<file path="src/rtl/mdio_cmd_pkg.sv">
package mdio_cmd_pkg;

  // Frame geometry
  localparam int FRAME_BITS = 64;
  localparam int BIT_W      = $clog2(FRAME_BITS);
  localparam int TA_FIRST   = 46;   // first turnaround bit index
  localparam int DATA_FIRST = 48;   // first data bit index
  localparam int PRE_BITS   = 32;

  // Command word field positions
  localparam int F_DATA_LSB = 0;
  localparam int F_REG_LSB  = 16;
  localparam int F_PHY_LSB  = 21;
  localparam int F_WR_BIT   = 26;
  localparam int F_RD_BIT   = 27;
  localparam int F_GO_BIT   = 29;

  // Strobes from the sequencer to the datapath
  typedef struct packed {
    logic load;    // accept command and build frame
    logic shift;   // advance to the next frame bit (falling MDC)
    logic sample;  // capture mdioIn (rising MDC)
    logic done;    // last bit finished
    logic drive;   // master owns MDIO
  } mdio_stb_t;

  typedef enum logic {ST_IDLE, ST_RUN} mdio_state_t;

endpackage

</file>
<file path="src/rtl/mdio_cmd_ctrl.sv">
module mdio_cmd_ctrl
  import mdio_cmd_pkg::*;
#(
  parameter int MDC_DIV = 40
) (
  input  logic      clk,
  input  logic      rstN,
  input  logic      wrEn,
  input  logic      wrStart,
  input  logic      wrRead,
  output mdio_stb_t stb,
  output logic      busy,
  output logic      mdc
);

  localparam int HALF  = MDC_DIV / 2;
  localparam int DIV_W = $clog2(MDC_DIV);

  mdio_state_t       state;
  logic [DIV_W-1:0]  divCnt;
  logic [BIT_W-1:0]  bitCnt;
  logic              rdOp;
  logic              periodEnd;
  logic              lastBit;

  assign busy      = (state == ST_RUN);
  assign periodEnd = busy && (divCnt == DIV_W'(MDC_DIV - 1));
  assign lastBit   = (bitCnt == BIT_W'(FRAME_BITS - 1));

  always_comb begin
    stb.load   = wrEn && !busy && wrStart;
    stb.shift  = periodEnd && !lastBit;
    stb.done   = periodEnd && lastBit;
    stb.sample = busy && rdOp && (bitCnt >= BIT_W'(DATA_FIRST)) &&
                 (divCnt == DIV_W'(HALF - 1));
    stb.drive  = busy && !(rdOp && (bitCnt >= BIT_W'(TA_FIRST)));
  end

  assign mdc = busy && (divCnt >= DIV_W'(HALF));

  always_ff @(posedge clk or negedge rstN) begin
    if (!rstN) begin
      state  <= ST_IDLE;
      divCnt <= '0;
      bitCnt <= '0;
      rdOp   <= 1'b0;
    end else if (stb.load) begin
      state  <= ST_RUN;
      divCnt <= '0;
      bitCnt <= '0;
      rdOp   <= wrRead;
    end else if (busy) begin
      if (periodEnd) begin
        divCnt <= '0;
        if (lastBit) state <= ST_IDLE;
        else         bitCnt <= bitCnt + 1'b1;
      end else begin
        divCnt <= divCnt + 1'b1;
      end
    end
  end

  // once launched, busy holds until the completion strobe
  a_r2_busy_until_done: assert property (@(posedge clk) disable iff (!rstN)
    busy && !stb.done |=> busy);

  // an accepted start makes busy visible on the next clock
  a_r2_start_sets_busy: assert property (@(posedge clk) disable iff (!rstN)
    stb.load |=> busy);

  // completion clears busy
  a_r2_done_clears: assert property (@(posedge clk) disable iff (!rstN)
    stb.done |=> !busy);

  // each new bit begins with MDC low
  a_r6_low_after_shift: assert property (@(posedge clk) disable iff (!rstN)
    stb.shift |=> !mdc);

endmodule

</file>
<file path="src/rtl/mdio_cmd_dpath.sv">
module mdio_cmd_dpath
  import mdio_cmd_pkg::*;
(
  input  logic        clk,
  input  logic        rstN,
  input  logic        wrEn,
  input  logic [31:0] wrData,
  input  mdio_stb_t   stb,
  input  logic        busy,
  input  logic        mdioIn,
  output logic [31:0] rdData,
  output logic        mdioOut,
  output logic        mdioOe
);

  logic [31:0]           cmdReg;
  logic [FRAME_BITS-1:0] frameSr;
  logic [15:0]           rdSr;
  logic [FRAME_BITS-1:0] frameWord;
  logic                  isRd;

  assign isRd = wrData[F_RD_BIT];

  always_comb begin
    frameWord = {{PRE_BITS{1'b1}}, 2'b01,
                 isRd ? 2'b10 : 2'b01,
                 wrData[F_PHY_LSB +: 5],
                 wrData[F_REG_LSB +: 5],
                 isRd ? 2'b11 : 2'b10,
                 isRd ? 16'hFFFF : wrData[F_DATA_LSB +: 16]};
  end

  always_ff @(posedge clk or negedge rstN) begin
    if (!rstN) begin
      cmdReg  <= '0;
      frameSr <= '0;
      rdSr    <= '0;
    end else begin
      if (wrEn && !busy) begin
        cmdReg <= wrData;
        cmdReg[F_GO_BIT] <= 1'b0;
      end
      if (stb.load)       frameSr <= frameWord;
      else if (stb.shift) frameSr <= {frameSr[FRAME_BITS-2:0], 1'b1};
      if (stb.sample)     rdSr <= {rdSr[14:0], mdioIn};
      if (stb.done && cmdReg[F_RD_BIT]) cmdReg[F_DATA_LSB +: 16] <= rdSr;
    end
  end

  assign mdioOut = frameSr[FRAME_BITS-1];
  assign mdioOe  = stb.drive;

  always_comb begin
    rdData = cmdReg;
    rdData[F_GO_BIT] = busy;
  end

  // writes during a transaction leave the upper fields untouched
  a_r7_ignore_busy: assert property (@(posedge clk) disable iff (!rstN)
    wrEn && busy |=> $stable(cmdReg[31:16]));

  // the master has released MDIO whenever it samples
  a_r5_released_on_sample: assert property (@(posedge clk) disable iff (!rstN)
    stb.sample |-> !mdioOe);

  // a frame opens with a driven preamble one
  a_r3_preamble_first: assert property (@(posedge clk) disable iff (!rstN)
    stb.load |=> mdioOut && mdioOe);

endmodule

</file>
<file path="src/rtl/mdio_cmd_engine.sv">
module mdio_cmd_engine
  import mdio_cmd_pkg::*;
#(
  parameter int MDC_DIV = 40
) (
  input  logic        clk,
  input  logic        rstN,
  input  logic        wrEn,
  input  logic [31:0] wrData,
  output logic [31:0] rdData,
  output logic        mdc,
  output logic        mdioOut,
  output logic        mdioOe,
  input  logic        mdioIn
);

  mdio_stb_t stb;
  logic      busy;

  mdio_cmd_ctrl #(.MDC_DIV(MDC_DIV)) u_ctrl (
    .clk     (clk),
    .rstN    (rstN),
    .wrEn    (wrEn),
    .wrStart (wrData[F_GO_BIT]),
    .wrRead  (wrData[F_RD_BIT]),
    .stb     (stb),
    .busy    (busy),
    .mdc     (mdc)
  );

  mdio_cmd_dpath u_dpath (
    .clk     (clk),
    .rstN    (rstN),
    .wrEn    (wrEn),
    .wrData  (wrData),
    .stb     (stb),
    .busy    (busy),
    .mdioIn  (mdioIn),
    .rdData  (rdData),
    .mdioOut (mdioOut),
    .mdioOe  (mdioOe)
  );

endmodule

</file>
<file path="config.mk">
export PLATFORM = sky130hd
export DESIGN_NAME = mdio_cmd_engine
export DESIGN_NICKNAME = d
export VERILOG_FILES = /design/src/rtl/mdio_cmd_pkg.sv /design/src/rtl/mdio_cmd_ctrl.sv /design/src/rtl/mdio_cmd_dpath.sv /design/src/rtl/mdio_cmd_engine.sv
export SDC_FILE = /design/constraint.sdc
export NUM_CORES = 1
export LEC_CHECK = 0
export BUFFER_PORTS_ARGS = -buffer_cell sky130_fd_sc_hd__buf_2
export CORE_MARGIN = 1.5
export CORE_UTILIZATION = 52
export DETAILED_ROUTE_END_ITERATION = 12
export HOLD_SLACK_MARGIN = 0.08
export PLACE_DENSITY = 0.85
export SYNTH_ARGS = -nofsm -noshare
export SYNTH_HDL_FRONTEND = slang
export SYNTH_SLANG_ARGS = --single-unit
export TNS_END_PERCENT = 20
</file>
<file path="constraint.sdc">
create_clock -name clk -period 1.7 [get_ports clk]
set_input_delay 0.085 -clock clk [delete_from_list [all_inputs] [get_ports clk]]
set_output_delay 0.085 -clock clk [all_outputs]
set_load 0.01 [all_outputs]
</file>
# ---- Word-level counts from Yosys, hierarchy flattened
# Index checks and enable logic that the tools add are counted.
dict set report totals {
  regBits 125
  wordCells 55
  output_inout_bits 35
}
dict set report op_classes {
  n_mux 18
  n_reduce_logical 20
  magnitude_cmp 3
  n_eq_ne 4
  n_addsub 2
}
# cell n
set op_table {}
lappend op_table {{64-bit two-way mux} 2}
lappend op_table {{16-bit two-way mux} 3}
lappend op_table {{6-bit two-way mux} 7}
lappend op_table {{6-bit by 1-bit adder with 6-bit output, second input constant} 2}
lappend op_table {{6-bit == test, second input constant} 2}
lappend op_table {{6-bit >= comparator, second input constant} 2}
lappend op_table {{1-bit logical AND} 12}
lappend op_table {{2-bit nonzero test} 4}
lappend op_table {{6-bit by 5-bit == test with 1-bit output, second input constant} 1}
lappend op_table {{6-bit by 5-bit >= comparator with 1-bit output, second input constant} 1}
lappend op_table {{1-bit two-way mux} 5}
lappend op_table {{1-bit zero test} 3}
lappend op_table {{3-bit AND reduction} 1}
lappend op_table {{2-bit two-way mux} 1}
lappend op_table {{2-bit inequality test, second input constant} 1}

# ---- Logic depth before layout (Yosys ltp)
# Gate-level depths: netlist of run 1.
dict set report logic_depth {
  ltp_word 5
  depth_mapped 7
  ltp_nobuf 5
}

# ---- Modules after synthesis
# From an unflattened synthesis of run 1, not the netlist that was laid out.
dict set report unflattened {
  cells_unflattened 482
  area_unflattened_um2 5629.1
}
# module n_inst cells_each area_each_um2
set modules_own_cells {}
lappend modules_own_cells {mdio_cmd_dpath 1 391 4799.6}
lappend modules_own_cells {mdio_cmd_ctrl 1 91 829.5}

# ---- Worst setup path after synthesis of run 1
# No wires, ideal clock.
dict set report synth_path {
  path_type {register to register}
  start {register u_ctrl.divCnt[3]}
  end {register u_dpath.cmdReg[10]}
  path_buffers 1
  stages_incl_launch_ff 6
  path_slack_ns -0.022
  arrival_time_ns 1.597
  setup_time_ns 0.125
  required_ns 1.575
  path_cell_list {dfrtp_1 or3b_4 nor2_4 nand3_4 buf_6 mux2_4}
}
dict set report synth_via {
  elab_chain_cells 5
  elab_cells_between_ends 6
}
# element line
set synth_rtl {}
lappend synth_rtl {{start: declaration} mdio_cmd_ctrl.sv:20} ;# logic [DIV_W-1:0] divCnt;
lappend synth_rtl {{start signal: assignment} mdio_cmd_ctrl.sv:58} ;# divCnt <= divCnt + 1'b1;
lappend synth_rtl {{6-bit == test (*)} mdio_cmd_ctrl.sv:27} ;# assign periodEnd = busy && (divCnt == DIV_W'(MDC_DIV - 1));
lappend synth_rtl {{1-bit logical AND (*)} mdio_cmd_ctrl.sv:27}
lappend synth_rtl {{1-bit logical AND (*)} mdio_cmd_ctrl.sv:33} ;# stb.done = periodEnd && lastBit;
lappend synth_rtl {{1-bit logical AND (*)} mdio_cmd_dpath.sv:46} ;# if (stb.done && cmdReg[F_RD_BIT]) cmdReg[F_DATA_LSB +: 16] <= rdSr;
lappend synth_rtl {{16-bit two-way mux or 2-bit nonzero test (tied branches)} -}
lappend synth_rtl {{end signal: assignment} mdio_cmd_dpath.sv:40} ;# cmdReg <= wrData;
lappend synth_rtl {{end: declaration} mdio_cmd_dpath.sv:16} ;# logic [31:0] cmdReg;
# Mark *: on every way between the ends. The rest lies on a longest branch, timed or not.
# A chain may end at the register's enable or synchronous reset.

# ---- Final worst setup path of run 1
dict set report layout_path {
  start {register u_ctrl.bitCnt[1]}
  end {output port mdioOe}
}
dict set report layout_via {
  elab_chain_cells 4
}
# element line
set layout_rtl {}
lappend layout_rtl {{start: declaration} mdio_cmd_ctrl.sv:21} ;# logic [BIT_W-1:0] bitCnt;
lappend layout_rtl {{start signal: assignment} mdio_cmd_ctrl.sv:56} ;# else bitCnt <= bitCnt + 1'b1;
lappend layout_rtl {{6-bit >= comparator} mdio_cmd_ctrl.sv:36} ;# stb.drive = busy && !(rdOp && (bitCnt >= BIT_W'(TA_FIRST)));
lappend layout_rtl {{1-bit logical AND} mdio_cmd_ctrl.sv:36}
lappend layout_rtl {{1-bit zero test} mdio_cmd_ctrl.sv:36}
lappend layout_rtl {{1-bit logical AND} mdio_cmd_ctrl.sv:36}
lappend layout_rtl {{end: declaration} mdio_cmd_engine.sv:13} ;# output logic mdioOe,
# No other way between the ends.

==> results.md, run 1 <==
Outcome:
- The flow ran to the end, but the final reports show violations.
- The final reports fail on negative setup slack.

Worst setup path:
- The required time at the endpoint of the critical path is approximately 1.6 ns.
- The category of the critical setup timing path is reg2out.
- The worst setup path is captured at an output port.
- The worst register-to-register path has a setup slack of -0.14 ns.
- STA classifies the critical path startpoint as a flip-flop.
- Among all stages on the critical path, the largest delay is contributed by sky130_fd_sc_hd__dfrtp_1.
- Data on the critical path arrives at its endpoint at between 1.5 and 2 ns.
- Traced cell by cell, the critical path runs through buf_6, ha_4, or2_4, a31oi_4, o21a_1, buf_2.
- In this design, the stage delay of the slowest critical-path cell is around 0.39 ns.
- Of all nets on the critical path, the largest fanout is 2.

Logic synthesis:
- The post-synthesis cell type count is 36.
- The synthesized netlist occupies a cell area of around 5500 µm².
- The post-synthesis instance total is approximately 520.
- The number of warnings reported in the yosys synthesis log is 0.
- The sequential cell area fraction in the yosys report is 0.570.
- Averaged over all synthesized cells, the footprint is around 11 µm².
- The post-synth net total is roughly 560.
- The number of synthesized flops with an enable pin is 0.
- The most used flip-flop cell after synthesis is sky130_fd_sc_hd__dfrtp_1.
- Counting flops and latches in the post-synthesis netlist gives approximately 130.
- The async set-reset flop share out of synthesis is 1.00.

Drt:
- The per-cell routed wire length is roughly 17 µm.
- The iteration-0 DRC count of the detailed router is 473.
- The number of detailed-route iterations in the first pass is 5.
- For this block, the routed nets add up to about 13000 µm of wire.
- In the routed layout, each cell is associated on average with a via count of 5.66.
- The total via count in the routed design is approximately 4400.
- For this run, design rule violations remaining after detail routing come to 0.
- The number of routed nets with antenna violations is 0.

CTS:
- Counting every sink on the clock net gives about 130.
- The number of clock buffers added by TritonCTS is 17.
- The root cell of the clock tree is sky130_fd_sc_hd__clkbuf_8.
- The CTS tree is built.
- For the worst-skew pair, the clock arrives at the later sink with an insertion delay of between 0.5 and 0.6 ns.
- The H-tree was split into 4 levels.
- Clock-pin slew was measured on the worst setup and hold paths at around 0.060 ns.
- The maximum count of clock buffers along a single path is 2.

Floorplan:
- The chip height is ~110 µm.
- After floorplanning, the core was sized to cover between 10000 and 15000 µm².
- The boundary pin count is around 70.
- The floorplan row count is 37.
- The overall die width is 106 µm.
- For this configuration, the core starts out at a cell density of 0.534.
- The die covers 11200 µm².

Place:
- The number of port buffers is 70.
- The half-perimeter wire length of the detailed placement result is ~7400 µm.
- The routability-driven placement congestion ratio is around 0.79.

Timing:
- The total count of max-transition violations in the final report is 0.
- The smallest hold slack is ~0.13 ns.
- Subtracting the final worst setup slack from the clock period gives ~1.9 ns.
- The transition at the pin with the smallest max-transition slack is ~0.7 ns.
- The final worst slack is -0.235 ns.
- The setup-violating endpoint count in the final report is between 40 and 50.
- The final hold violation count was 0.
- Setup repair after global routing could not meet its margin everywhere.
- For this run, the top clock speed supported by timing is just over 0.5 GHz.
- The worst pin sits at a relative slew slack of 0.531.
- The maximum clock skew at final layout is roughly 0.008 ns.
- The final period utilization is 1.14.

GRT:
- The first-pass GRT wire length is 22300 µm.
- The total routing usage reported by global routing is 0.259.
- The number of antenna violations at the first check in global routing came to 0.
- The via count of the first global-routing pass was around 4600.
- The total overflow left after global routing is 0.
- The pin count of the biggest net entering global routing is 68.

Pwr:
- After layout, the design draws a total of approximately 0.011 W.
- The cell leakage power is roughly 3.3 nW.
- Dividing total power by cell area gives a power density of roughly 1500 nW/µm².
- Across the VDD grid, the largest voltage drop is between 0.001 and 0.0015 V.

Finish:
- The total of fill cells in the finished design is 716.
- The number of nets in the finished design is ~670.
- The area growth from synthesis to layout is 30.1%.
- The number of antenna diodes in the final layout is 0.
- In the final layout, the share of cells above drive strength 1 is 0.327.

Min path:
- The kind of path behind the tightest hold check is in2reg.

Flow run:
- Across the run, the number of max-cap violations was 0.
[registers in the layout, summed over array words and instances, names as in the netlist]
| signal | count |
|---|---|
| u_ctrl.rdOp | 1 |
| u_dpath.cmdReg | 31 |
| u_ctrl.busy | 1 |
| u_ctrl.divCnt | 6 |
| u_dpath.rdSr | 16 |
| u_dpath.frameSr | 64 |
| u_ctrl.bitCnt | 6 |
[synthesized netlist by cell type, types with 2 or more instances]
library cell                 n  share of area
sky130_fd_sc_hd__a21oi_1     8         0.0073
sky130_fd_sc_hd__a31oi_1    28          0.032
sky130_fd_sc_hd__and3_1      3         0.0034
sky130_fd_sc_hd__and4b_1     3         0.0055
sky130_fd_sc_hd__buf_1       4         0.0027
sky130_fd_sc_hd__buf_2      15          0.014
sky130_fd_sc_hd__buf_4       2         0.0027
sky130_fd_sc_hd__clkbuf_1   14         0.0096
sky130_fd_sc_hd__dfrtp_1   125           0.57
sky130_fd_sc_hd__ha_1        4         0.0091
sky130_fd_sc_hd__inv_1       5         0.0034
sky130_fd_sc_hd__mux2_2     54           0.11
sky130_fd_sc_hd__mux2_4     10          0.027
sky130_fd_sc_hd__nand2_1   135          0.092
sky130_fd_sc_hd__nand2b_1    2         0.0023
sky130_fd_sc_hd__nand3_1    38          0.035
sky130_fd_sc_hd__nor2_1     18          0.012
sky130_fd_sc_hd__nor3_1     20          0.018
sky130_fd_sc_hd__nor4_1      2         0.0023
sky130_fd_sc_hd__o21a_1      4         0.0055
sky130_fd_sc_hd__o21ai_0     3         0.0027
sky130_fd_sc_hd__or3_1       3         0.0034
sky130_fd_sc_hd__xor2_1      3         0.0048
[routing by layer]
metal  wire [µm]  up-vias  GRT usage
met5           0        -          0
met4         410        0      0.120
met3         588       44     0.0649
met2        7070      160      0.442
met1        5320     2211      0.307
li1            -     2008          -
[layout make-up]
class	instances	area, µm²	share of cell area
flip-flops and latches	125	3130	0.438
repair buffers	135	1050	0.147
clock inverters	8	65.1	0.00912
clock buffers	22	483	0.0677
multi-input cells	350	2220	0.311
inverters	5	18.8	0.00263
well taps	136	170	0.0238
[path summary, 6_finish.rpt]
kind,start,endpoint,depth (start not counted)
worst max-delay path,u_ctrl.bitCnt[1]$_DFFE_PN0P_,mdioOe,6
worst min-delay path,wrData[29],u_ctrl.divCnt[2]$_DFFE_PN0P_,5
worst max register to register,u_ctrl.bitCnt[0]$_DFFE_PN0P_,u_dpath.frameSr[16]$_DFFE_PN0P_,8
worst min register to register,u_dpath.frameSr[43]$_DFFE_PN0P_,u_dpath.frameSr[43]$_DFFE_PN0P_,2
max in group asynchronous,rstN,u_dpath.cmdReg[23]$_DFFE_PN0N_,3
min in group asynchronous,rstN,u_dpath.frameSr[55]$_DFFE_PN0P_,3
[layout by cell type (no fill, tap or decap), types with 7 or more instances in the layout]
master	count
sky130_fd_sc_hd__mux2_4	10
sky130_fd_sc_hd__buf_4	18
sky130_fd_sc_hd__mux2_2	54
sky130_fd_sc_hd__nand2_1	134
sky130_fd_sc_hd__nand3_1	38
sky130_fd_sc_hd__dlygate4sd3_1	34
sky130_fd_sc_hd__a21oi_1	7
sky130_fd_sc_hd__nor3_1	20
sky130_fd_sc_hd__dfrtp_1	124
sky130_fd_sc_hd__nor2_1	17
sky130_fd_sc_hd__a31oi_1	27
sky130_fd_sc_hd__clkinv_2	7
sky130_fd_sc_hd__clkbuf_16	16
sky130_fd_sc_hd__buf_2	69
sky130_fd_sc_hd__buf_12	8
[power by group]
group	internal, W	leakage (nW)	total [W]	switching, W
clock network	0.00210	0.282	0.00334	0.00125
registers	0.00406	1.39	0.00475	0.000691
logic	0.00150	1.67	0.00285	0.00135
[repair_timing]
action / in CTS / in global routing
hold buffers: 34 / 0
resized for setup: 13 / 5
pin swaps: 8 / 1
setup endpoints to repair: 46 / 102
buffers inserted: 5 / 1
hold endpoints to repair: 185 / 0
[cells by family (layout without fill, tap and decap cells)]
group                    Yosys count  in the layout  synth area share
multiplexers                      64             64             0.138
flip-flops                       125            125             0.570
AO/OA/AOI/OAI                     49             49            0.0568
adder cells (fa/ha/maj)            4              4           0.00913
XOR/XNOR                           3              3           0.00479
AND/OR/NAND/NOR                  230            230             0.186
buffers and inverters             41            170            0.0342
[metrics by stage]
| step | setup WS, ns | area (µm²) | std cells | setup TNS, ns | utilization |
|---|---|---|---|---|---|
| CTS | -0.265 | 7110 | 780 | -0.341 | 0.692 |
| global placement | -0.0179 | 6110 | 711 | -0.152 | 0.595 |
| global route | -0.308 | 7140 | 781 | -7.79 | 0.694 |
| finish | -0.235 | 7140 | 781 | -2.54 | 0.694 |
| detailed placement | -0.0558 | 6110 | 711 | -0.706 | 0.595 |
| floorplan | -0.0219 | 5480 | 516 | -0.260 | - |
[worst max-delay path: cells and delay by family, from the launching register on]
kind / cells / cell delay (ns)
AO/OA/AOI/OAI: 2 / 0.30
adder cells (fa/ha/maj): 1 / 0.14
buffers and inverters: 2 / 0.26
flip-flops: 1 / 0.39
AND/OR/NAND/NOR: 1 / 0.23
(Power assumes the default switching activity.)
==> run 2, diff against run 1 <==
BUFFER_PORTS_ARGS = unset   (was -buffer_cell sky130_fd_sc_hd__buf_2)
CORE_UTILIZATION = 57   (was 52)
DONT_BUFFER_PORTS = 1   (was unset)
PLACE_DENSITY = 0.84   (was 0.85)
==> results.md, run 2 (synthesized netlist as in run 1, its figures left out) <==
Outcome:
- The run finished, with violations left.
- The checks that failed: negative hold slack, negative setup slack.

Flow run:
- The max capacitance violation total is 0 (unchanged).

Finish:
- The flip-flop count of the largest register, all copies and words added came to 64 (unchanged).
- The count of non-filler cells in the finished layout is 721 (-7.7%).
- The area of all placed cells without fillers is 7250 µm² (+1.6%).
- The footprint of the flip-flops and latches is 3130 µm² (about the same).
- In the final layout, the registers with the most flip-flops are u_dpath.frameSr (64), u_dpath.cmdReg (31), u_dpath.rdSr (16).
- The total of fill cells in the finished design is 523 (-27%).
- The most frequent standard cell in the layout excluding fill and tap cells is sky130_fd_sc_hd__dfrtp_1.
- Counting flops per register, the top entry is u_dpath.frameSr.
- The number of nets in the finished design is 619 (-8.2%).
- The share of the core filled with cells came to 0.781 (+0.0870).
- The layout overhead on the synthesized area is 32.3%.
- The total area of multi-input combinational cells came to 2440 µm² (+10%).
- The library cells used most frequently in the layout, excluding fill and tap cells, are sky130_fd_sc_hd__dfrtp_1 (123), sky130_fd_sc_hd__nand2_1 (109), sky130_fd_sc_hd__mux2_2 (48).
- The count of inserted antenna diode cells is 0 (unchanged).
- The share of post-route cells with drive strength above 1 came to 0.345 (+0.0175).

Worst setup path:
- The slack of the worst reg-to-reg path is -0.17 ns (-0.03 ns).
- The largest driver fanout on the critical path is 2 (unchanged).
- The data arrival time of the critical path is 1.81 ns (-0.04 ns).
- The worst setup path is captured at an output port.
- The required time at the endpoint of the critical path is 1.62 ns (about the same).
- The kind of start point of the critical path is a flip-flop.
- The reg-to-reg endpoint is u_ctrl.bitCnt[2]$_DFFE_PN0P_.
- The category of the critical setup timing path is reg2out.
- The critical register-to-register path startpoint is u_ctrl.bitCnt[0]$_DFFE_PN0P_.
- The number of cells on the worst reg-to-reg path was 9 (+1).

Timing:
- The transition at the pin with the smallest max-transition slack is 0.850 ns (+0.148 ns).
- The final period utilization was 1.11 (-0.0249).
- The total count of max-transition violations in the final report is 0 (unchanged).
- The final worst slack was -0.192 ns (+0.0424 ns).
- The post-route minimum period is 1.89 ns (-0.0424 ns).
- The worst relative slew slack is 0.432 (-0.0989).
- The smallest hold slack is -0.748 ns (-0.877 ns).
- The maximum clock skew at final layout was 0.00842 ns (+0.000579 ns).
- Setup repair after global routing could not meet its margin everywhere.
- The final hold violation count is 125 (+125).
- The timing-limited maximum frequency is 0.528 GHz (+2.2%).
- The setup-violating endpoint count in the final report is 58 (+32%).

CTS:
- The hold buffer count at cts was 34 (unchanged).
- The clock net sink count is 125 (unchanged).
- Clock tree synthesis selected as its root buffer the cell sky130_fd_sc_hd__clkbuf_8.
- TritonCTS built the clock tree.
- The clock latency of the later-clocked register in the worst-skew pair is 0.53 ns (about the same).
- The maximum count of clock buffers along a single path came to 2 (unchanged).
- The clock-pin slew on the worst setup and hold paths is 0.06 ns (about the same).
- The H-tree depth is 4 (unchanged).
- The number of buffers inserted during clock tree synthesis is 17 (unchanged).

Floorplan:
- The initial cell density of the core is 0.591 (+0.0571).
- The area of the die is 10200 µm² (-8.5%).
- The chip height is 101 µm (-4.4%).
- The boundary pin count is 71 (unchanged).
- The overall die width came to 101 µm (-4.4%).
- The floorplan row count is 35 (-5.4%).
- The area of the placeable core is 9280 µm² (-9.7%).

Drt:
- The total detailed-routing wirelength is 15300 µm (+14%).
- The total via count in the routed design is 4386 (-0.84%).
- The per-cell routed wire length is 21.2 µm (+23%).
- The iteration-0 DRC count of the detailed router is 317 (-33%).
- The post-detailed-route via-to-cell ratio is 6.08 (+7.4%).
- The number of detailed-route iterations in the first pass is 6 (+1).
- The number of DRC violations after detailed routing is 0 (unchanged).
- The number of routed nets with antenna violations was 0 (unchanged).

Place:
- The number of port buffers came to 0 (-100%).
- The routability-driven placement congestion ratio is 0.819 (+4.1%).
- The area after detailed placement is 5700 µm² (-6.7%).
- The cell count after placement is 632 (-11%).
- The half-perimeter wire length of the detailed placement result came to 7010 µm (-5.0%).

GRT:
- The first-pass GRT wire length is 22300 µm (-0.13%).
- The number of antenna violations at the first check in global routing was 0 (unchanged).
- The pin count of the biggest net entering global routing is 126 (+85%).
- The total routing usage reported by global routing is 0.290 (+0.0312).
- The global route total overflow is 0 (unchanged).
- The via count of the first global-routing pass is 4417 (-3.1%).

Min path:
- The kind of path behind the tightest hold check is in2async.

Pwr:
- The peak supply drop came to 0.00115 V (+9.1%).
- The power density relative to cell area is 1510 nW/µm² (-1.4%).
- The cell leakage power came to 3.25 nW (-2.9%).
==> run 2: where the power goes <==
part / internal (W) / switching [W]
registers: 0.00406 / 0.00106
logic: 0.00134 / 0.00112
clock network: 0.00202 / 0.00137
==> run 2: final cells by class <==
| cell class | instances | share of cell area |
|---|---|---|
| clock buffer | 19 | 0.0609 |
| clock inverter | 13 | 0.0162 |
| inverter | 5 | 0.00293 |
| multi-input combinational | 350 | 0.337 |
| sequential | 125 | 0.432 |
| tap | 129 | 0.0222 |
| timing repair buffer | 80 | 0.129 |
==> run 2: per-stage QoR <==
step / power (W) / setup TNS [ns] / setup WS, ns / hold WS (ns)
5_1_grt: 0.0114 / -5.60 / -0.214 / -0.770
2_1_floorplan: 0.00631 / -0.260 / -0.0219 / -0.211
6_report: 0.0110 / -2.59 / -0.192 / -0.748
3_3_place_gp: 0.00668 / -0.155 / -0.0175 / -0.204
4_1_cts: 0.0105 / -0.740 / -0.140 / -0.764
3_5_place_dp: 0.00692 / -2.84 / -0.0985 / -0.207
==> run 2: timing repair <==
action                                  CTS  global route
pin swaps                                 7            16
gates resized for setup                  19            72
endpoints found under the setup margin   65           103
setup buffers                            12             5
hold endpoints to repair                198           125
cloned                                    5             4
==> run 2: critical path, stage by stage (launching register included) <==
cell and delay (ns):
sky130_fd_sc_hd__dfrtp_1 0.40, sky130_fd_sc_hd__buf_6 0.14, sky130_fd_sc_hd__inv_4 0.04, sky130_fd_sc_hd__ha_4 0.14, sky130_fd_sc_hd__or2_4 0.23, sky130_fd_sc_hd__a31oi_4 0.14, sky130_fd_sc_hd__o21a_1 0.18
==> run 2: how the worst max path moves through the flow <==
stage | to | startpoint | cells past startpoint
after floorplan | u_dpath.cmdReg[10]$_DFFE_PN0P_ | u_ctrl.divCnt[3]$_DFFE_PN0P_ | 5
after global placement | u_dpath.cmdReg[14]$_DFFE_PN0P_ | u_ctrl.divCnt[3]$_DFFE_PN0P_ | 4
after detailed placement | u_dpath.frameSr[26]$_DFFE_PN0P_ | u_ctrl.divCnt[0]$_DFFE_PN0P_ | 6
after CTS | mdioOe | u_ctrl.bitCnt[1]$_DFFE_PN0P_ | 5
after global routing | mdioOe | u_ctrl.bitCnt[0]$_DFFE_PN0P_ | 6
final | mdioOe | u_ctrl.bitCnt[0]$_DFFE_PN0P_ | 6
==> run 2: layer usage <==
metal  track usage  share of wire
met5             0              0
met4         0.121          0.034
met3        0.0957          0.066
met2         0.492           0.54
met1         0.339           0.36
